===== src/rtl/prot_pkg.sv =====
// Shared encodings for the access gate.
// Assumes cause bit 0 flags the key check and bit 1 flags the ring check.
package prot_pkg;
    typedef enum logic [1:0] {
        CAUSE_NONE = 2'b00,
        CAUSE_KEY  = 2'b01,
        CAUSE_RING = 2'b10,
        CAUSE_BOTH = 2'b11
    } cause_e;
endpackage


===== src/rtl/pk_table.sv =====
// Per-block key and ring storage, one entry per memory block.
// Write is synchronous and already qualified by the caller; read is combinational.
// Reset loads key 0 and the least trusted ring (all ones) into every entry.
module pk_table #(
    parameter int IDX_W = 4,
    parameter int KEY_W = 4,
    parameter int LVL_W = 2
) (
    input  logic             clk,
    input  logic             rst_n,
    input  logic             wr_en,
    input  logic [IDX_W-1:0] wr_idx,
    input  logic [KEY_W-1:0] wr_key,
    input  logic [LVL_W-1:0] wr_lvl,
    input  logic [IDX_W-1:0] rd_idx,
    output logic [KEY_W-1:0] rd_key,
    output logic [LVL_W-1:0] rd_lvl
);
    localparam int NBLK = 1 << IDX_W;

    logic [KEY_W-1:0] key_q [NBLK];
    logic [LVL_W-1:0] lvl_q [NBLK];

    for (genvar g = 0; g < NBLK; g++) begin : g_ent
        // Hold one block's entry; load it on a matching accepted write.
        always_ff @(posedge clk) begin
            if (!rst_n) begin
                key_q[g] <= '0;
                lvl_q[g] <= '1;
            end else if (wr_en && (wr_idx == IDX_W'(g))) begin
                key_q[g] <= wr_key;
                lvl_q[g] <= wr_lvl;
            end
        end
    end

    // Select the entry addressed by the current request.
    always_comb begin
        rd_key = key_q[rd_idx];
        rd_lvl = lvl_q[rd_idx];
    end
endmodule


===== src/rtl/pk_judge.sv =====
// Pure combinational decision: key match with zero wildcard, and ring order.
// Assumes a lower ring number means more trust.
module pk_judge #(
    parameter int KEY_W = 4,
    parameter int LVL_W = 2
) (
    input  logic [KEY_W-1:0] blk_key,
    input  logic [LVL_W-1:0] blk_lvl,
    input  logic [KEY_W-1:0] prog_key,
    input  logic [LVL_W-1:0] prog_lvl,
    output logic             allow,
    output prot_pkg::cause_e cause
);
    logic key_fail;
    logic ring_fail;

    // Evaluate both checks and fold them into a cause code.
    always_comb begin
        key_fail  = !((blk_key == prog_key) || (blk_key == '0) || (prog_key == '0));
        ring_fail = (prog_lvl > blk_lvl);
        cause     = prot_pkg::cause_e'({ring_fail, key_fail});
        allow     = !key_fail && !ring_fail;
    end
endmodule


===== src/rtl/prot_gate.sv =====
// Access gate: looks up the block entry, judges the request, registers the result.
// Assumes reset is synchronous, active low, and that request fields are only
// meaningful while req_vld is high.
module prot_gate #(
    parameter int ADDR_W = 16,
    parameter int IDX_W  = 4,
    parameter int KEY_W  = 4,
    parameter int LVL_W  = 2
) (
    input  logic              clk,
    input  logic              rst_n,
    input  logic              cfg_we,
    input  logic [LVL_W-1:0]  cfg_ring_cur,
    input  logic [IDX_W-1:0]  cfg_idx,
    input  logic [KEY_W-1:0]  cfg_key,
    input  logic [LVL_W-1:0]  cfg_ring,
    input  logic              req_vld,
    input  logic [KEY_W-1:0]  req_key,
    input  logic [LVL_W-1:0]  req_ring,
    input  logic [ADDR_W-1:0] req_addr,
    input  logic              req_write,
    output logic              rsp_vld,
    output logic              rsp_grant,
    output logic [1:0]        rsp_cause,
    output logic              rsp_write,
    output logic              prot_irq
);
    localparam int IDX_LO = ADDR_W - IDX_W;

    logic             wr_ok;
    logic [IDX_W-1:0] blk_idx;
    logic [KEY_W-1:0] ent_key;
    logic [LVL_W-1:0] ent_lvl;
    logic             judge_ok;
    prot_pkg::cause_e judge_cause;

    // Accept table writes only from the most trusted ring; pick the block index.
    always_comb begin
        wr_ok   = cfg_we && (cfg_ring_cur == '0);
        blk_idx = req_addr[ADDR_W-1:IDX_LO];
    end

    pk_table #(.IDX_W(IDX_W), .KEY_W(KEY_W), .LVL_W(LVL_W)) table_i (
        .clk    (clk),
        .rst_n  (rst_n),
        .wr_en  (wr_ok),
        .wr_idx (cfg_idx),
        .wr_key (cfg_key),
        .wr_lvl (cfg_ring),
        .rd_idx (blk_idx),
        .rd_key (ent_key),
        .rd_lvl (ent_lvl)
    );

    pk_judge #(.KEY_W(KEY_W), .LVL_W(LVL_W)) judge_i (
        .blk_key  (ent_key),
        .blk_lvl  (ent_lvl),
        .prog_key (req_key),
        .prog_lvl (req_ring),
        .allow    (judge_ok),
        .cause    (judge_cause)
    );

    // Register the verdict; idle cycles return an all-zero response.
    always_ff @(posedge clk) begin
        if (!rst_n) begin
            rsp_vld   <= 1'b0;
            rsp_grant <= 1'b0;
            rsp_cause <= 2'b00;
            rsp_write <= 1'b0;
            prot_irq  <= 1'b0;
        end else begin
            rsp_vld   <= req_vld;
            rsp_grant <= req_vld && judge_ok;
            rsp_cause <= req_vld ? judge_cause : prot_pkg::CAUSE_NONE;
            rsp_write <= req_vld && req_write;
            prot_irq  <= req_vld && !judge_ok;
        end
    end
endmodule


===== config.mk =====
export PLATFORM = sky130hd
export DESIGN_NAME = prot_gate
export DESIGN_NICKNAME = d
export VERILOG_FILES = /design/src/rtl/prot_pkg.sv /design/src/rtl/pk_table.sv /design/src/rtl/pk_judge.sv /design/src/rtl/prot_gate.sv
export SDC_FILE = /design/constraint.sdc
export NUM_CORES = 1
export LEC_CHECK = 0
export ABC_CLOCK_PERIOD_IN_PS = 5800
export CAP_MARGIN = 25
export CORE_AREA = 2 2 104 106
export CTS_CLUSTER_DIAMETER = 150
export DETAILED_ROUTE_END_ITERATION = 10
export DIE_AREA = 0 0 106 108
export DONT_BUFFER_PORTS = 1
export PLACE_DENSITY = 0.74
export SETUP_SLACK_MARGIN = 0.15
export SLEW_MARGIN = 15
export SYNTH_ARGS = -nofsm -noshare
export SYNTH_HDL_FRONTEND = slang
export SYNTH_SLANG_ARGS = --single-unit

===== constraint.sdc =====
create_clock -name clk -period 5.8 [get_ports clk]
set_clock_uncertainty 0.15 [all_clocks]
set_input_delay 0.87 -clock clk [delete_from_list [all_inputs] [get_ports clk]]
set_output_delay 0.87 -clock clk [all_outputs]
set_load 0.01 [all_outputs]

## Word-level counts from Yosys, hierarchy flattened

Memory sizes are Yosys's and may differ from the RTL's.
Cells that the tools add are included.

- Register bits: 6
- Bits in writable memories: 96
- Input bits: 39
- Output and inout bits: 6
- Word-level logic and storage cells: 168
- Memories: 2

- Order comparisons: 1
- Eq/ne operators: 16
- Muxes and demuxes: 81
- Bitwise logic cells: 32
- Reduce and logical (&&, ||, !) cells: 31

Memories:

| name | words | bits a word | rd ports | clocked after memory_dff | write ports | line | text |
|---|---|---|---|---|---|---|---|
| table_i.key_q | 16 | 4 | 1 | 0 | 16 | pk_table.sv:21 | `logic [KEY_W-1:0] key_q [NBLK];` |
| table_i.lvl_q | 16 | 2 | 1 | 0 | 16 | pk_table.sv:22 | `logic [LVL_W-1:0] lvl_q [NBLK];` |

Operators by type and width:

| kind | count |
|---|---|
| 4-bit 2-to-1 mux | 16 |
| 1-bit 2-to-1 mux | 49 |
| 4-bit == test, second input constant | 8 |
| 2-bit 2-to-1 mux | 16 |
| 1-bit OR | 32 |
| 1-bit logical AND | 21 |
| 4-bit by 3-bit == test with 1-bit output, second input constant | 4 |
| 4-bit zero test | 3 |
| 4-bit by 2-bit == test with 1-bit output, second input constant | 2 |
| 4-bit by 1-bit == test with 1-bit output, second input constant | 1 |
| 4-bit == test | 1 |
| 1-bit zero test | 3 |
| 2-bit greater-than comparator | 1 |
| 2-bit zero test | 1 |
| 1-bit logical OR | 2 |
| 2-bit AND reduction | 1 |

## Longest topological paths before layout

- Word-level depth: 7
- Gate-level depth with buffers: 10
- Mapped depth without buffers: 7

## Hierarchy

From an unflattened synthesis, not the netlist that was laid out.

- Cell total of the unflattened synthesis: 337
- Area, all modules: 4,860.9 um2

Modules (own cells, without submodules):

| module | times used | cells an instance | area each (um2) | seq. area each (um2) |
|---|---|---|---|---|
| pk_table | 1 | 305 | 4,551.9 | 2,882.8 |
| prot_gate | 1 | 13 | 168.9 | 120.1 |
| pk_judge | 1 | 19 | 140.1 | 0.0 |

## Worst setup path after synthesis

Ideal clock, no wire load.

- Path kind: input port to flip-flop
- Start point: input port req_addr[12]
- End point: register prot_irq
- Setup time: 0.136 ns
- Data arrival time: 3.023 ns
- Required time: 5.514 ns
- Path slack: 2.491 ns
- Stages: 10
- Buffers on the path: 3
- Path through: buf_6 -> buf_12 -> buf_4 -> mux4_2 -> mux4_2 -> inv_1 -> ha_1 -> nor2b_1 -> o21ai_0 -> o22ai_1

- Cells in the longest elaborated chain, start to end: 7
- Elaborated cells on any way between the ends: 11
- Classes of those cells: 1 x order compare; 1 x eq/ne; 7 x reduce/logical; 2 x memory

RTL lines:

| element | line | text |
|---|---|---|
| start, declared | prot_gate.sv:20 | `input logic [ADDR_W-1:0] req_addr,` |
| memory read 16 x 4 bit | -- |  |
| 4-bit == test / 4-bit zero test (equally long branches) | pk_judge.sv:19 | `key_fail = !((blk_key == prog_key) \|\| (blk_key == '0) \|\| (prog_key == '0));` |
| 1-bit logical OR (2 in a row) | pk_judge.sv:19 |  |
| 1-bit logical AND * | pk_judge.sv:22 | `allow = !key_fail && !ring_fail;` |
| 1-bit zero test * | prot_gate.sv:77 | `prot_irq <= req_vld && !judge_ok;` |
| 1-bit logical AND * | prot_gate.sv:77 |  |
| end signal, assigned | prot_gate.sv:77 |  |
| end, declared | prot_gate.sv:26 | `output logic prot_irq` |

Every way passes the cells marked *; elsewhere a longest branch is shown, timed or not.
A chain may end at the register's enable or synchronous reset.

==> metrics.yaml <==
logic_synthesis:
  synth_top_cell_by_area: "edfxtp_1"
  synthArstFlopShare: 0
  syn_nets: 407
  synth_top_family_by_area: "simple AND/OR/NAND/NOR gates"
  synth_fa_ha_area_frac: 0.00499
  synth_edf_count: 96
  synth_mux_area_frac: 0.136
  yosysMostFrequentCell: "edfxtp_1"
  synthSimpleGateAreaFrac: 0.181
  synth.area.top_cells: "edfxtp_1 57%, mux4_2 8.5%, and2_1 8.0%"
  synthDistinctLibCells: 45
  synth_common_cells: "96 x edfxtp_1, 64 x and2_1, 33 x or3_1, 24 x nor2_1"
  synth.cell_area_sq_mm: 0.00502
  synth_top_area_share: 0.575
  synth_compound_area_frac: 0.0394
  syn_avg_cell_area_sq_um: 13.7
  syn-instance-count: 366
  synth-seq-cells: 102
  synth-xor-area-share: 0.0120
  yosysSeqAreaShare: 0.599
  synth_ff_type: "edfxtp_1"
  synth_warnings: 0
power_and_ir_drop:
  vdd_drop_max_v: 0.000107
  p_leak_nw: 1.71
  p_per_area_mw_per_mm2: 261
  total_power_mw: 1.36
routing:
  drt-total-wl_mm: 10.3
  dr_wl_met2_mm: 5.11
  vias_per_cell: 5.86
  drt_iter0_markers: 229
  drt_first_pass_iters: 5
  routed.top_layer: "met4"
  ant_nets: 0
  route.detailed.drc: 0
  wl_per_cell_microns: 20.8
  wl_met1_mm: 4.20
  dr_wl_met3_microns: 763
  dr_total_vias: 2895
die:
  die_area_sq_mm: 0.0114
  io-pin-count: 45
  coreArea_sq_mm: 0.0102
  initial_core_util: 0.490
  fp.dieW_microns: 106
  num_rows: 37
  die_height_microns: 108
timing:
  tightest_slew_ns: 1.02
  hold_viol_final: 0
  setup_violations: 0
  finalCritPeriodShare: 0.480
  layout_setup_ws_ns: 3.01
  fmax_ghz: 0.359
  slew-limit-headroom: 0.312
  final.min_clock_period_ns: 2.79
  holdWs_ns: 0.513
  tns_ns: 0
  drv_slew: 0
  rsz0062_at_grt: "false"
worst_setup_path:
  reg2reg_depth: 7
  setup.worst_path.start: "cfg_ring_cur[1]"
  crit_required_ns: 5.63
  crit_path_end: "table_i.key_q[11][1]"
  path_class: "in2reg"
  rr_startpoint: "table_i.lvl_q[6][1]"
  cp.arrival_ns: 2.62
  r2r-end: "rsp_grant"
  critPathMaxFanout: 16
  r2r_slack_ns: 3.21
  critPathLaunchType: "input pin"
  endpoint_kind: "flip-flop"
clock_tree:
  postCtsSetupRepairBufs: 0
  cts_tree: "built"
  clock_path_buffers: 2
  htreeDepth: 3
  cts.sinks: 102
  cts_resized: 0
  clk_latency_ns: 0.36
  path_clk_slew_ns: 0.09
  cts.hold.buffers_added: 0
  root_buffer: "clkbuf_8"
  numCtsBuffers: 9
final_layout:
  antennaDiodeCount: 0
  fin_nets: 394
  areaGrowthSynthToFinish_pct: 4.09
  layout-drive-gt1-share: 0.115
  layout.cells.non_filler: 494
place:
  pre_cts_slack_ns: 2.60
  portBuffers: 0
  dpl.cell_count: 478
  dpl.hpwl_mm: 7.19
  gp_congestion: 0.788
min_path:
  hold_class: "in2reg"
global_route:
  overflow: 0
  grt_first_pass_wirelength_mm: 15.8
  grt_pass1_vias: 2951
  grt_max_degree: 29
  antenna_found_initial: 0
  grt_usage: 0.191
run_status:
  status: "complete, no violations"
flow_run:
  maxCapViolCount: 0
## worst min-delay path by stage
stage / from / endpoint / cells past startpoint
floorplan: table_i.key_q[4][3] / rsp_cause[0] / 5
CTS: req_vld / rsp_write / 1
global placement: table_i.key_q[0][0] / rsp_cause[0] / 5
finish: req_vld / rsp_write / 1
detailed placement: table_i.key_q[0][0] / rsp_cause[0] / 5
global route: req_vld / rsp_write / 1
## logic make-up (layout without fill, tap and decap cells)
| logic type | Yosys count | in the layout |
|---|---|---|
| adder cells (fa/ha/maj) | 2 | 2 |
| AND/OR/NAND/NOR | 155 | 155 |
| buffers and inverters | 27 | 19 |
| AO/OA/AOI/OAI | 33 | 33 |
| flip-flops | 102 | 102 |
| multiplexers | 41 | 41 |
| XOR/XNOR | 6 | 6 |
## final cells by class
class / instances / area (sq um)
well taps: 136 / 170
flip-flops and latches: 102 / 3000
clock buffers: 11 / 131
clock inverters: 5 / 35.0
inverters: 3 / 11.3
multi-input cells: 237 / 1870
fillers: 841 / 5010
## worst max-delay path: stages
cell and delay (ns):
nor4bb_1 0.35, nand2_1 0.44, o21ai_0 0.95
## flip-flops by register name, summed over array words and instances, names as in the netlist
register and flops:
prot_irq 1, rsp_cause 2, rsp_grant 1, rsp_vld 1
rsp_write 1, table_i.key_q 64, table_i.lvl_q 32
## cells in the final DEF (no fill, tap or decap), types with 2 or more instances in the layout
master / count
and3_1: 2
nand2b_1: 5
a21oi_1: 2
dfxtp_1: 6
nand3b_1: 2
nand2_1: 9
o22ai_1: 3
or3_1: 33
mux2i_1: 16
nor3_1: 3
nor3b_1: 2
mux4_2: 19
ha_1: 2
and2_1: 64
clkbuf_8: 9
nor4_1: 2
nor2_1: 24
clkinvlp_4: 3
o21ai_0: 19
xnor2_1: 5
inv_1: 3
edfxtp_1: 96
nor2b_1: 3
clkbuf_1: 2
mux2_2: 4
## stage by stage
step / area, sq um / utilization
4_1_cts: 5220 / 0.510
6_report: 5220 / 0.510
3_5_place_dp: 5050 / 0.494
3_3_place_gp: 5050 / 0.494
2_1_floorplan: 5020 / -
5_1_grt: 5220 / 0.510
## routing by layer
layer | up-vias | GRT usage
met5 | - | 0
met4 | 0 | 0.0827
met3 | 12 | 0.0416
met2 | 114 | 0.318
met1 | 1427 | 0.245
li1 | 1342 | -
## report_power, final
group          leakage, nW  switching [mW]  internal, mW  total, mW
combinational        0.656          0.0550        0.0554      0.110
clock               0.0736           0.236         0.157      0.393
sequential           0.980          0.0160         0.843      0.859
total                 1.71           0.307          1.05       1.36
Power figures use the tool's default switching activity.
